### src/rtl/wsh_pkg.sv
package wsh_pkg;

    // Default geometry of the unit
    localparam int unsigned DEF_LANES = 4;
    localparam int unsigned DEF_LW    = 8;
    localparam int unsigned DEF_CNT_W = 6;

    // Source of the shift count
    typedef enum logic {
        CNT_FROM_IMM = 1'b0,
        CNT_FROM_REG = 1'b1
    } cnt_src_e;

    // Per-operation summary flags
    typedef struct packed {
        logic ovf;
        logic neg;
        logic zero;
    } wsh_flags_t;

    // Width of a shift amount that stays below 2*lw
    function automatic int unsigned amt_width(input int unsigned lw);
        return $clog2(2 * lw);
    endfunction

endpackage

### src/rtl/wsh_count_sel.sv
module wsh_count_sel
    import wsh_pkg::*;
#(
    parameter int unsigned LW    = DEF_LW,
    parameter int unsigned CNT_W = DEF_CNT_W,
    localparam int unsigned SH_W = amt_width(LW)
) (
    input  cnt_src_e         src,
    input  logic [CNT_W-1:0] imm_cnt,
    input  logic [CNT_W-1:0] reg_cnt,
    output logic [SH_W-1:0]  amt,
    output logic             kill
);

    logic [CNT_W-1:0] picked;
    logic [31:0]      picked_w;

    always_comb begin
        picked   = (src == CNT_FROM_REG) ? reg_cnt : imm_cnt;
        picked_w = 32'(picked);
        // Any count of the full widened width or more clears the lane
        kill     = (picked_w >= 32'(2 * LW));
        amt      = SH_W'(picked_w);
    end

endmodule

### src/rtl/wsh_lane.sv
module wsh_lane
    import wsh_pkg::*;
#(
    parameter int unsigned LW    = DEF_LW,
    localparam int unsigned SH_W = amt_width(LW),
    localparam int unsigned RW   = 2 * LW,
    localparam int unsigned XW   = 4 * LW
) (
    input  logic [LW-1:0]   x,
    input  logic [SH_W-1:0] amt,
    input  logic            kill,
    output logic [RW-1:0]   res,
    output logic            ovf
);

    logic [XW-1:0] ext;
    logic [XW-1:0] shifted;
    logic [RW:0]   spill;    // bits above the kept result plus its sign bit
    logic          fits;

    always_comb begin
        ext     = {{(XW - LW){x[LW-1]}}, x};
        shifted = ext << amt;
        spill   = shifted[XW-1:RW-1];
        fits    = (&spill) | ~(|spill);
        if (kill) begin
            res = '0;
            ovf = |x;
        end else begin
            res = shifted[RW-1:0];
            ovf = ~fits;
        end
    end

endmodule

### src/rtl/wsh_flag_reduce.sv
module wsh_flag_reduce
    import wsh_pkg::*;
#(
    parameter int unsigned LANES = DEF_LANES,
    parameter int unsigned LW    = DEF_LW,
    localparam int unsigned RW   = 2 * LW
) (
    input  logic [LANES*RW-1:0] res_all,
    input  logic [LANES-1:0]    lane_ovf,
    output wsh_flags_t          flags
);

    logic [LANES-1:0] lane_msb;

    always_comb begin
        for (int i = 0; i < LANES; i++) begin
            lane_msb[i] = res_all[i*RW + RW - 1];
        end
        flags.ovf  = |lane_ovf;
        flags.neg  = |lane_msb;
        flags.zero = ~(|res_all);
    end

endmodule

### src/rtl/widen_shift_unit.sv
module widen_shift_unit
    import wsh_pkg::*;
#(
    parameter int unsigned LANES = DEF_LANES,   // even
    parameter int unsigned LW    = DEF_LW,
    parameter int unsigned CNT_W = DEF_CNT_W    // at least amt_width(LW)
) (
    input  logic                clk,
    input  logic                rst,
    input  logic                in_valid,
    input  logic [LANES*LW-1:0] in_vec,
    input  logic                sel_reg,
    input  logic [CNT_W-1:0]    imm_cnt,
    input  logic [CNT_W-1:0]    reg_cnt,
    output logic                out_valid,
    output logic [LANES*LW-1:0] out_lo,
    output logic [LANES*LW-1:0] out_hi,
    output logic                flag_ovf,
    output logic                flag_neg,
    output logic                flag_zero
);

    localparam int unsigned SH_W  = amt_width(LW);
    localparam int unsigned RW    = 2 * LW;
    localparam int unsigned HALF  = LANES * LW;

    // Stage 1: operand capture with the count already resolved
    logic [SH_W-1:0]     c_amt;
    logic                c_kill;
    logic                s1_valid;
    logic [LANES*LW-1:0] s1_vec;
    logic [SH_W-1:0]     s1_amt;
    logic                s1_kill;

    wsh_count_sel #(.LW(LW), .CNT_W(CNT_W)) u_cnt (
        .src     (cnt_src_e'(sel_reg)),
        .imm_cnt (imm_cnt),
        .reg_cnt (reg_cnt),
        .amt     (c_amt),
        .kill    (c_kill)
    );

    always_ff @(posedge clk) begin
        if (rst) begin
            s1_valid <= 1'b0;
            s1_vec   <= '0;
            s1_amt   <= '0;
            s1_kill  <= 1'b0;
        end else begin
            s1_valid <= in_valid;
            s1_vec   <= in_vec;
            s1_amt   <= c_amt;
            s1_kill  <= c_kill;
        end
    end

    // Lane shifters
    logic [LANES*RW-1:0] res_all;
    logic [LANES-1:0]    lane_ovf;

    for (genvar g = 0; g < LANES; g++) begin : g_lane
        wsh_lane #(.LW(LW)) u_lane (
            .x    (s1_vec[g*LW +: LW]),
            .amt  (s1_amt),
            .kill (s1_kill),
            .res  (res_all[g*RW +: RW]),
            .ovf  (lane_ovf[g])
        );
    end

    wsh_flags_t c_flags;

    wsh_flag_reduce #(.LANES(LANES), .LW(LW)) u_flags (
        .res_all  (res_all),
        .lane_ovf (lane_ovf),
        .flags    (c_flags)
    );

    // Stage 2: result registers
    wsh_flags_t s2_flags;

    always_ff @(posedge clk) begin
        if (rst) begin
            out_valid <= 1'b0;
            out_lo    <= '0;
            out_hi    <= '0;
            s2_flags  <= '0;
        end else begin
            out_valid <= s1_valid;
            out_lo    <= res_all[HALF-1:0];
            out_hi    <= res_all[2*HALF-1:HALF];
            s2_flags  <= c_flags;
        end
    end

    assign flag_ovf  = s2_flags.ovf;
    assign flag_neg  = s2_flags.neg;
    assign flag_zero = s2_flags.zero;

endmodule

### config.mk
export PLATFORM = sky130hd
export DESIGN_NAME = widen_shift_unit
export DESIGN_NICKNAME = d
export VERILOG_FILES = /design/src/rtl/wsh_pkg.sv /design/src/rtl/wsh_count_sel.sv /design/src/rtl/wsh_lane.sv /design/src/rtl/wsh_flag_reduce.sv /design/src/rtl/widen_shift_unit.sv
export SDC_FILE = /design/constraint.sdc
export NUM_CORES = 1
export LEC_CHECK = 0
export ABC_AREA = 1
export ABC_CLOCK_PERIOD_IN_PS = 3400
export BUFFER_PORTS_ARGS = -buffer_cell sky130_fd_sc_hd__buf_2
export CAP_MARGIN = 10
export CORE_UTILIZATION = 60
export CTS_CLUSTER_DIAMETER = 100
export DETAILED_ROUTE_END_ITERATION = 6
export PLACE_DENSITY = 0.95
export SYNTH_ARGS = -nofsm -noshare
export SYNTH_HDL_FRONTEND = slang
export SYNTH_HIERARCHICAL = 1
export SYNTH_SLANG_ARGS = --single-unit
### constraint.sdc
create_clock -name clk -period 3.4 [get_ports clk]
set_input_delay 0.34 -clock clk [delete_from_list [all_inputs] [get_ports clk]]
set_output_delay 0.34 -clock clk [all_outputs]
set_load 0.02 [all_outputs]
After elaboration in Yosys (flattened, before gate mapping)
Index checks and enable logic that the tools add are counted.
Widths: inputs -> output; s select.

word-level totals
  bits in registers = 106
  bits of input ports = 48

operators by class
  order comparisons = 1
  shift operators = 4
  multiplexer cells = 9
  bitwise operators = 13
  reduce and logical (&&, ||, !) cells = 15

operators with widths
  kind                number
  $shl 32x4->32       4
  $reduce_and 17->1   4
  $reduce_or 17->1    4
  $mux 16             4
  $reduce_or 64->1    1
  $reduce_or 8->1     4
  $not 1->1           9
  $reduce_or 4->1     2
  $ge 6x5->1 const B  1
  $mux 6              1
  $mux 1              4
  $or 1x1->1          4

Logic depth before layout (Yosys ltp)
Gate-level depths: netlist (run 1).

  depth after elaboration = 7
  depth in mapped cells = 19
  gate-level depth less buffers = 18

By module
The synthesis (run 1) kept the hierarchy.

modules (own cells, without submodules)
  module            times used  cells an instance  area each (µm²)  seq. area each (µm²)
  widen_shift_unit  1           330                3,094.2          2,122.0
  wsh_lane          4           131                634.4            0.0
  wsh_flag_reduce   1           81                 335.3            0.0
  wsh_count_sel     1           21                 95.1             0.0

Worst setup path before layout (run 1)
No wires, ideal clock.

  kind = register to register
  start point = register s1_amt[2]
  end point = register s2_flags (netlist bit flag_zero)
  setup time = 64 ps
  arrival = 1,827 ps
  data required time = 3,336 ps
  setup slack = 1,509 ps
  stages on the path, launching flop included = 14
  buffers on the path = 2
  period minus slack after synthesis = 1,891 ps
  cell sequence = dfxtp_1 -> buf_6 -> inv_1 -> buf_2 -> o21ai_0 -> o21ai_0 -> nor2_2 -> and2_1 -> nand2_1 -> nor2_1 -> nand2_1 -> nor2_1 -> inv_1 -> nor2_1

RTL lines
  item                    line                    text
  from (decl)             widen_shift_unit.sv:32  logic [SH_W-1:0] s1_amt;
  from (signal assigned)  widen_shift_unit.sv:52  s1_amt <= c_amt;
  to (signal assigned)    widen_shift_unit.sv:92  s2_flags <= c_flags;
  to (decl)               widen_shift_unit.sv:80  wsh_flags_t s2_flags;

==> results of run 1 <==
[report_power, final]
group          internal, W  total [W]  switching [W]
clock             0.000297   0.000740       0.000443
sequential         0.00131    0.00136      0.0000494
combinational     0.000230   0.000697       0.000467
total              0.00184    0.00280       0.000959
[cells by family (layout without fill, tap and decap cells)]
group                  after synthesis  after routing  share of synthesized area
and+or+nand+nor                    575            575                      0.429
buffers and inverters              211            314                      0.163
AOI/OAI and AO/OA                   64             64                     0.0578
DFF                                106            106                      0.350
[per-stage QoR]
step	util	hold WS [ps]	area, um2
after floorplan	-	388	6060
after global placement	0.670	390	6550
after detailed placement	0.670	419	6550
after CTS	0.689	141	6740
after global routing	0.689	136	6740
final	0.689	148	6740
[worst max path at each step]
stage                           end      start  depth (start not counted)  slack (ps)
after CTS                 flag_zero  s1_amt[1]                         12         890
after global placement    flag_zero  s1_amt[1]                         13        1010
after global routing      flag_zero  s1_amt[1]                         12         600
final                     flag_zero  s1_amt[1]                         12         860
after detailed placement  flag_zero  s1_amt[1]                         13         980
after floorplan           flag_zero  s1_amt[2]                         13        1510
[cells in the final DEF, fill, tap and decap left out, types with 3 or more instances in the layout]
master,count
o211ai_1,4
nor2_1,181
inv_1,161
nand2_2,20
nand2_4,4
nand2_1,236
nor4_1,8
inv_6,8
inv_4,4
nor2_2,12
nand3_2,16
a31oi_1,4
o21ai_0,36
nand3_1,77
a21oi_1,8
inv_2,9
o22ai_1,12
clkbuf_8,10
nand4_1,3
nor2_4,10
dfxtp_1,105
buf_2,114
buf_4,6
nand3b_1,4
[flip-flops by register name, indices dropped and copies added (netlist names)]
register / count
flag_neg: 1
out_hi: 32
out_lo: 32
flag_ovf: 1
s1_vec: 32
flag_zero: 1
out_valid: 1
s1_kill: 1
s1_amt: 4
s1_valid: 1
[metal layers]
layer  vias to the layer above  track usage  share of wire  wire (um)
met3                        54       0.0454          0.071        928
met5                         -            0              0          0
met2                       275        0.450           0.48       6260
li1                       3097            -              -          -
met1                      2568        0.318           0.42       5470
met4                         0        0.138          0.036        470
[worst max-delay path, delay by kind of cell (launching register included)]
kind	cells	cell delay [ps]
AO/OA/AOI/OAI	4	710
buffers and inverters	2	190
flip-flops	1	880
AND/OR/NAND/NOR	6	670
[area by class of cell]
type / instances / area [um2] / share of cell area
inverters: 178 / 698 / 0.104
repair buffers: 120 / 616 / 0.0914
clock buffers: 11 / 141 / 0.0210
clock inverters: 5 / 42.5 / 0.00632
flip-flops and latches: 106 / 2120 / 0.315
multi-input cells: 639 / 2950 / 0.438
well taps: 133 / 166 / 0.0247
==> run_results.csv, run 1 <==
group,metric,value,unit
clocking,holdBufCountCts,0,
timing,finalWorstSetupSlack,858,ps
setup_path,cp_slowest_stage_delay,880,ps
power,p_total,0.00280,W
global_routing,antenna_found_initial,0,
synth,synth_ff_type,"dfxtp_1",
min_path,min_path_cells,3,
min_path,hold_path.class,"in2reg",
placement,place_inst,1176,
timing,period_share,0.748,
synth,synth_top_cell_area_share,0.350,
timing,hold_viol,0,
global_routing,grt.overflow.total,0,
synth,synthTopCellsByArea,"dfxtp_1 35%, nand2_1 15%, nor2_1 11%, inv_1 10%, nand3_1 6.4%",
clocking,clk_pin_slew,100,ps
setup_path,crit_path_end_kind,"flip-flop",
routing,initialDrtViolationCount,343,
final_layout,fin_nets,1102,
final_layout,drive_gt1_frac,0.204,
synth,postSynthCellCount,956,
routing,vias_per_cell,5.03,
clocking,cts-resized-gates,0,
synth,synth_common_cells,"236 x nand2_1, 181 x nor2_1, 161 x inv_1",
timing,fin_tns_setup,0,ps
synth,synth_cell_types,29,
routing,drc,0,
floorplan,core_area,9770,um2
placement,hpwlAfterDp,9680,um
setup_path,cp_common_cell,"nor2_1",
placement,dp_slack,977,ps
timing,fmax,0.393,GHz
routing,ant_nets,0,
floorplan,die_y,103,um
synth,syn_nets,1004,
synth,synth_edf_count,0,
setup_path,reg2reg_to,"flag_zero",
global_routing,grt_usage,0.264,
setup_path,rrSetupSlack,860,ps
timing,slew_violations,0,
clocking,cts_tree,"yes",
clocking,insertion_delay,380,ps
timing,maxSlewHeadroom,0.229,
timing,rsz0062_at_grt,"no",
final_layout,diodes,0,
timing,fin_skew,9.68,ps
floorplan,die_area,10500,um2
synth,synth_most_common_cell,"nand2_1",
setup_path,r2r_cells,12,
flow_run,drv_cap,0,
routing,wl_per_cell,11.0,um
floorplan,io_pins,116,
final_layout,n_fill_cell,850,
floorplan,die_w,103,um
power,p_per_area,415,nW/um2
clocking,cts_buffers,9,
synth,synth_top_cell_by_area,"dfxtp_1",
min_path,worstHoldStart,"in_vec[18]",
setup_path,cp.required,3720,ps
setup_path,worstPathMaxFanout,32,
synth,ys_async_sr_fraction,0,
power,p_leak,3.52,nW
floorplan,start_util,0.620,
power,ir_drop,0.208,mV
clocking,cts_root_buffer,"clkbuf_8",
setup_path,r2r_start,"s1_amt[1]",
min_path,hold_end,"s1_vec[18]",
timing,worst_slew_pin_slew,1160,ps
global_routing,grt_max_degree,107,
timing,fin_crit,2540,ps
placement,port_buffers,115,
global_routing,grt_pass1_wl,22000,um
clocking,cts.sinks,106,
routing,wl,13100,um
routing,num_vias,5994,
timing,setup_viol,0,
routing,detail_route.first_pass.iterations,5,
clocking,clockBufferDepth,2,
synth,ys_warn_count,6,
setup_path,cp.arrival,2860,ps
synth,ys_seq_area_frac,0.350,
run_status,status,"finished, final reports clean",
placement,gp_congestion,0.930,
clocking,h-tree-depth,3,
setup_path,worstSetupPathType,"reg2reg",
synth,synth-seq-cells,106,
clocking,post_cts_buffers,0,
setup_path,cp_cell_sequence,"inv_4 -> a21oi_1 -> a31oi_1 -> o21ai_0 -> o22ai_1 -> nor2_1 -> nand4_1 -> nor2_2 -> nand2_1 -> nor2_1 -> inv_1 -> nor2_1",
setup_path,crit_slowest_cell,"dfxtp_2",
final_layout,fin_cells,1192,
final_layout,areaGrowthSynthToFinish,11.1,%
synth,synth.avg_cell_area,6.34,um2
synth,syn_area,6060,um2
global_routing,grt_pass1_vias,5195,
setup_path,start_kind,"flip-flop",
floorplan,rows,36,
No activity file was read; power rests on OpenSTA's default activity.
==> run 2, diff against run 1 <==
--- a/config.mk
+++ b/config.mk
@@ -5,14 +5,14 @@
 export SDC_FILE = /design/constraint.sdc
 export NUM_CORES = 1
 export LEC_CHECK = 0
-export ABC_AREA = 1
-export ABC_CLOCK_PERIOD_IN_PS = 3400
+export ABC_AREA = 0
+export ABC_CLOCK_PERIOD_IN_PS = 2600
 export BUFFER_PORTS_ARGS = -buffer_cell sky130_fd_sc_hd__buf_2
 export CAP_MARGIN = 10
-export CORE_UTILIZATION = 60
+export CORE_UTILIZATION = 56
 export CTS_CLUSTER_DIAMETER = 100
 export DETAILED_ROUTE_END_ITERATION = 6
-export PLACE_DENSITY = 0.95
+export PLACE_DENSITY = 0.9
 export SYNTH_ARGS = -nofsm -noshare
 export SYNTH_HDL_FRONTEND = slang
 export SYNTH_HIERARCHICAL = 1
==> constraint.sdc (replaced) <==
create_clock -name clk -period 2.6 [get_ports clk]
set_input_delay 0.26 -clock clk [delete_from_list [all_inputs] [get_ports clk]]
set_output_delay 0.26 -clock clk [all_outputs]
set_load 0.02 [all_outputs]
==> run_results.csv, run 2 <==
group,metric,value,unit
timing,fin_crit,2700,ps
routing,ant_nets,0,
routing,wl,16000,um
synth,synth_top_cell_by_area,"dfxtp_1",
synth,synth_edf_count,0,
routing,wl_per_cell,16.9,um
placement,hpwlAfterDp,11400,um
setup_path,cp_slowest_stage_delay,440,ps
timing,finalWorstSetupSlack,-99.8,ps
setup_path,r2r_start,"s1_amt[1]",
clocking,cts.sinks,106,
floorplan,rows,36,
floorplan,core_area,9910,um2
final_layout,layout_commonest_cell,"nor2b_1",
final_layout,drive_gt1_frac,0.376,
final_layout,fin_util,0.743,
timing,worst_slew_pin_slew,549,ps
placement,placed_area,6850,um2
setup_path,worstSetupPathType,"reg2reg",
clocking,insertion_delay,380,ps
floorplan,io_pins,116,
synth,ys_async_sr_fraction,0,
final_layout,reg_top3,"out_hi x32, out_lo x32, s1_vec x32",
global_routing,grt_pass1_wl,25800,um
setup_path,rrSetupSlack,-100,ps
routing,detail_route.first_pass.iterations,6,
power,internal-power,0.00258,W
run_status,violations,"setup timing",
clocking,cts_root_buffer,"clkbuf_8",
floorplan,start_util,0.584,
placement,gp_congestion,0.929,
final_layout,fin_nets,857,
timing,fmax,0.370,GHz
timing,fin_skew,11.7,ps
global_routing,antenna_found_initial,1,
setup_path,crit_cells,11,
clocking,clk_pin_slew,100,ps
synth,syn_area,5790,um2
timing,setup_viol,2,
timing,whs,76.7,ps
setup_path,crit_family,"simple AND/OR/NAND/NOR gates",
clocking,h-tree-depth,3,
clocking,clockBufferDepth,2,
synth,postSynthCellCount,652,
setup_path,start_kind,"flip-flop",
power,pwr-share-comb,0.296,
routing,num_vias,5522,
setup_path,cp.required,2920,ps
routing,vias_per_cell,5.83,
routing,drc,0,
synth,synthTopCellsByArea,"dfxtp_1 37%, nor2b_1 14%, mux2i_1 6.2%, nor2_1 4.5%, mux2_2 3.9%",
synth,synth_ff_type,"dfxtp_1",
power,p_sw_frac,0.318,
power,ir_drop,0.302,mV
synth,ys_seq_area_frac,0.367,
final_layout,areaGrowthSynthToFinish,27.3,%
synth,synth-seq-cells,106,
synth,synth.avg_cell_area,8.87,um2
power,p_leak,3.17,nW
placement,dp_slack,-68.4,ps
global_routing,grt_pass1_vias,5381,
floorplan,die_area,10700,um2
placement,port_buffers,115,
timing,period_share,1.04,
setup_path,crit_path_end_kind,"flip-flop",
global_routing,grt_max_degree,107,
run_status,status,"complete, but fails checks",
synth,synth_cell_types,40,
timing,hold_viol,0,
clocking,cts_tree,"yes",
synth,syn_nets,700,
power,p_per_area,514,nW/um2
final_layout,fin_cells,947,
setup_path,path_buf_inv,3,
routing,initialDrtViolationCount,223,
placement,place_inst,922,
setup_path,reg2reg_to,"flag_zero",
setup_path,cp.arrival,3020,ps
setup_path,cp_cell_sequence,"buf_12 -> buf_4 -> mux2i_2 -> buf_4 -> o22ai_1 -> a21oi_1 -> a211oi_1 -> nor4_1 -> nand4_1 -> nor4b_2 -> nor2b_1",
min_path,hold_path.class,"in2reg",
setup_path,crit_slowest_cell,"dfxtp_4",
synth,synth_most_common_cell,"nor2b_1",
power,seq_power_share,0.468,
timing,maxSlewHeadroom,0.632,
setup_path,crit_end,"flag_zero",
synth,synth_top_cell_area_share,0.367,
final_layout,finish.instance_area,7370,um2
synth,synth_common_cells,"126 x nor2b_1, 106 x dfxtp_1, 69 x nor2_1",
setup_path,cp-startpoint,"s1_amt[1]",
power,switchingPower,0.00120,W
global_routing,grt.overflow.total,0,
floorplan,die_y,104,um
clocking,cts_buffers,9,
timing,slew_violations,0,
setup_path,r2r_cells,11,
synth,ys_warn_count,6,
setup_path,cp_common_cell,"buf_4",
final_layout,diodes,0,
timing,rsz0062_at_grt,"yes",
flow_run,drv_cap,0,
floorplan,die_w,104,um
final_layout,final_cell_mix,"126 x nor2b_1, 115 x buf_2, 102 x dfxtp_1, 75 x buf_4, 68 x nor2_1",
setup_path,worstPathMaxFanout,8,
global_routing,grt_usage,0.299,
power,power_frac_clock,0.236,
run 2: cell count changes in the layout (fill, tap and decap cells not counted), moves of 14 or more:
cell,previous run,this run
nor2_1,181,68
a211oi_1,0,26
buf_4,6,75
mux2_2,0,17
inv_1,161,4
mux2i_1,0,20
nand2_1,236,20
nor2b_1,0,126
nand2_2,20,0
o21ai_0,36,0
mux2i_2,0,14
nand3_1,77,0
or3_1,0,16
nand3_2,16,0
run 2: cells by family after synthesis:
| group | synth area share |
|---|---|
| AND/OR/NAND/NOR | 0.324 |
| flip-flops | 0.367 |
| AO/OA/AOI/OAI | 0.129 |
| multiplexers | 0.122 |
| buffers and inverters | 0.0584 |
run 2: layout make-up:
cell class                 instances  area, um2
clock buffer                      10        128
tap                              133        166
sequential                       106       2130
clock inverter                     6       33.8
multi-input combinational        487       3550
timing repair buffer             201       1340
inverter                           4       15.0
fill                             719       2540
run 2: worst register-to-register path, cell delays in order (launching register included):
cell and delay (ps):
dfxtp_4 440, buf_12 160, buf_4 160, mux2i_2 240
buf_4 140, o22ai_1 100, a21oi_1 230, a211oi_1 140
nor4_1 420, nand4_1 170, nor4b_2 270, nor2b_1 160
run 2: power by group through the flow:
stage                     Clock, W  Sequential [W]  Combinational [W]
after global placement           0         0.00180           0.000981
after floorplan                  0         0.00185           0.000597
final                     0.000893         0.00177            0.00112
after CTS                 0.000908         0.00177            0.00107
after detailed placement         0         0.00180           0.000998
after global routing      0.000979         0.00178            0.00119
run 2: how the worst min path moves through the flow:
stage / endpoint / from / cells past startpoint / slack, ps
detailed placement: out_valid / s1_valid / 1 / 430
floorplan: s1_vec[0] / in_vec[0] / 1 / 390
global placement: out_valid / s1_valid / 1 / 420
CTS: s1_vec[11] / in_vec[11] / 2 / 70
global route: s1_vec[11] / in_vec[11] / 2 / 80
finish: s1_vec[11] / in_vec[11] / 2 / 80
run 2: per-stage QoR:
| step | TNS [ps] | total power [W] |
|---|---|---|
| 2_1_floorplan | 0 | 0.00245 |
| 3_3_place_gp | -60.7 | 0.00278 |
| 3_5_place_dp | -74.8 | 0.00280 |
| 4_1_cts | -74.9 | 0.00374 |
| 5_1_grt | -325 | 0.00395 |
| 6_report | -115 | 0.00379 |
run 2: per-layer routing:
layer,global-route usage,vias up,share of wire
met5,0,-,0.00081
met4,0.157,2,0.036
met3,0.0535,56,0.072
met2,0.510,279,0.48
met1,0.357,2563,0.41
li1,-,2622,-
run 2: repair_timing:
item | in CTS | in global routing
hold buffers | 0 | 0
gates resized for setup | 35 | 23
endpoints found under the setup margin | 2 | 2
setup buffers | 7 | 1
gates cloned | 2 | 0
pin swaps | 17 | 13
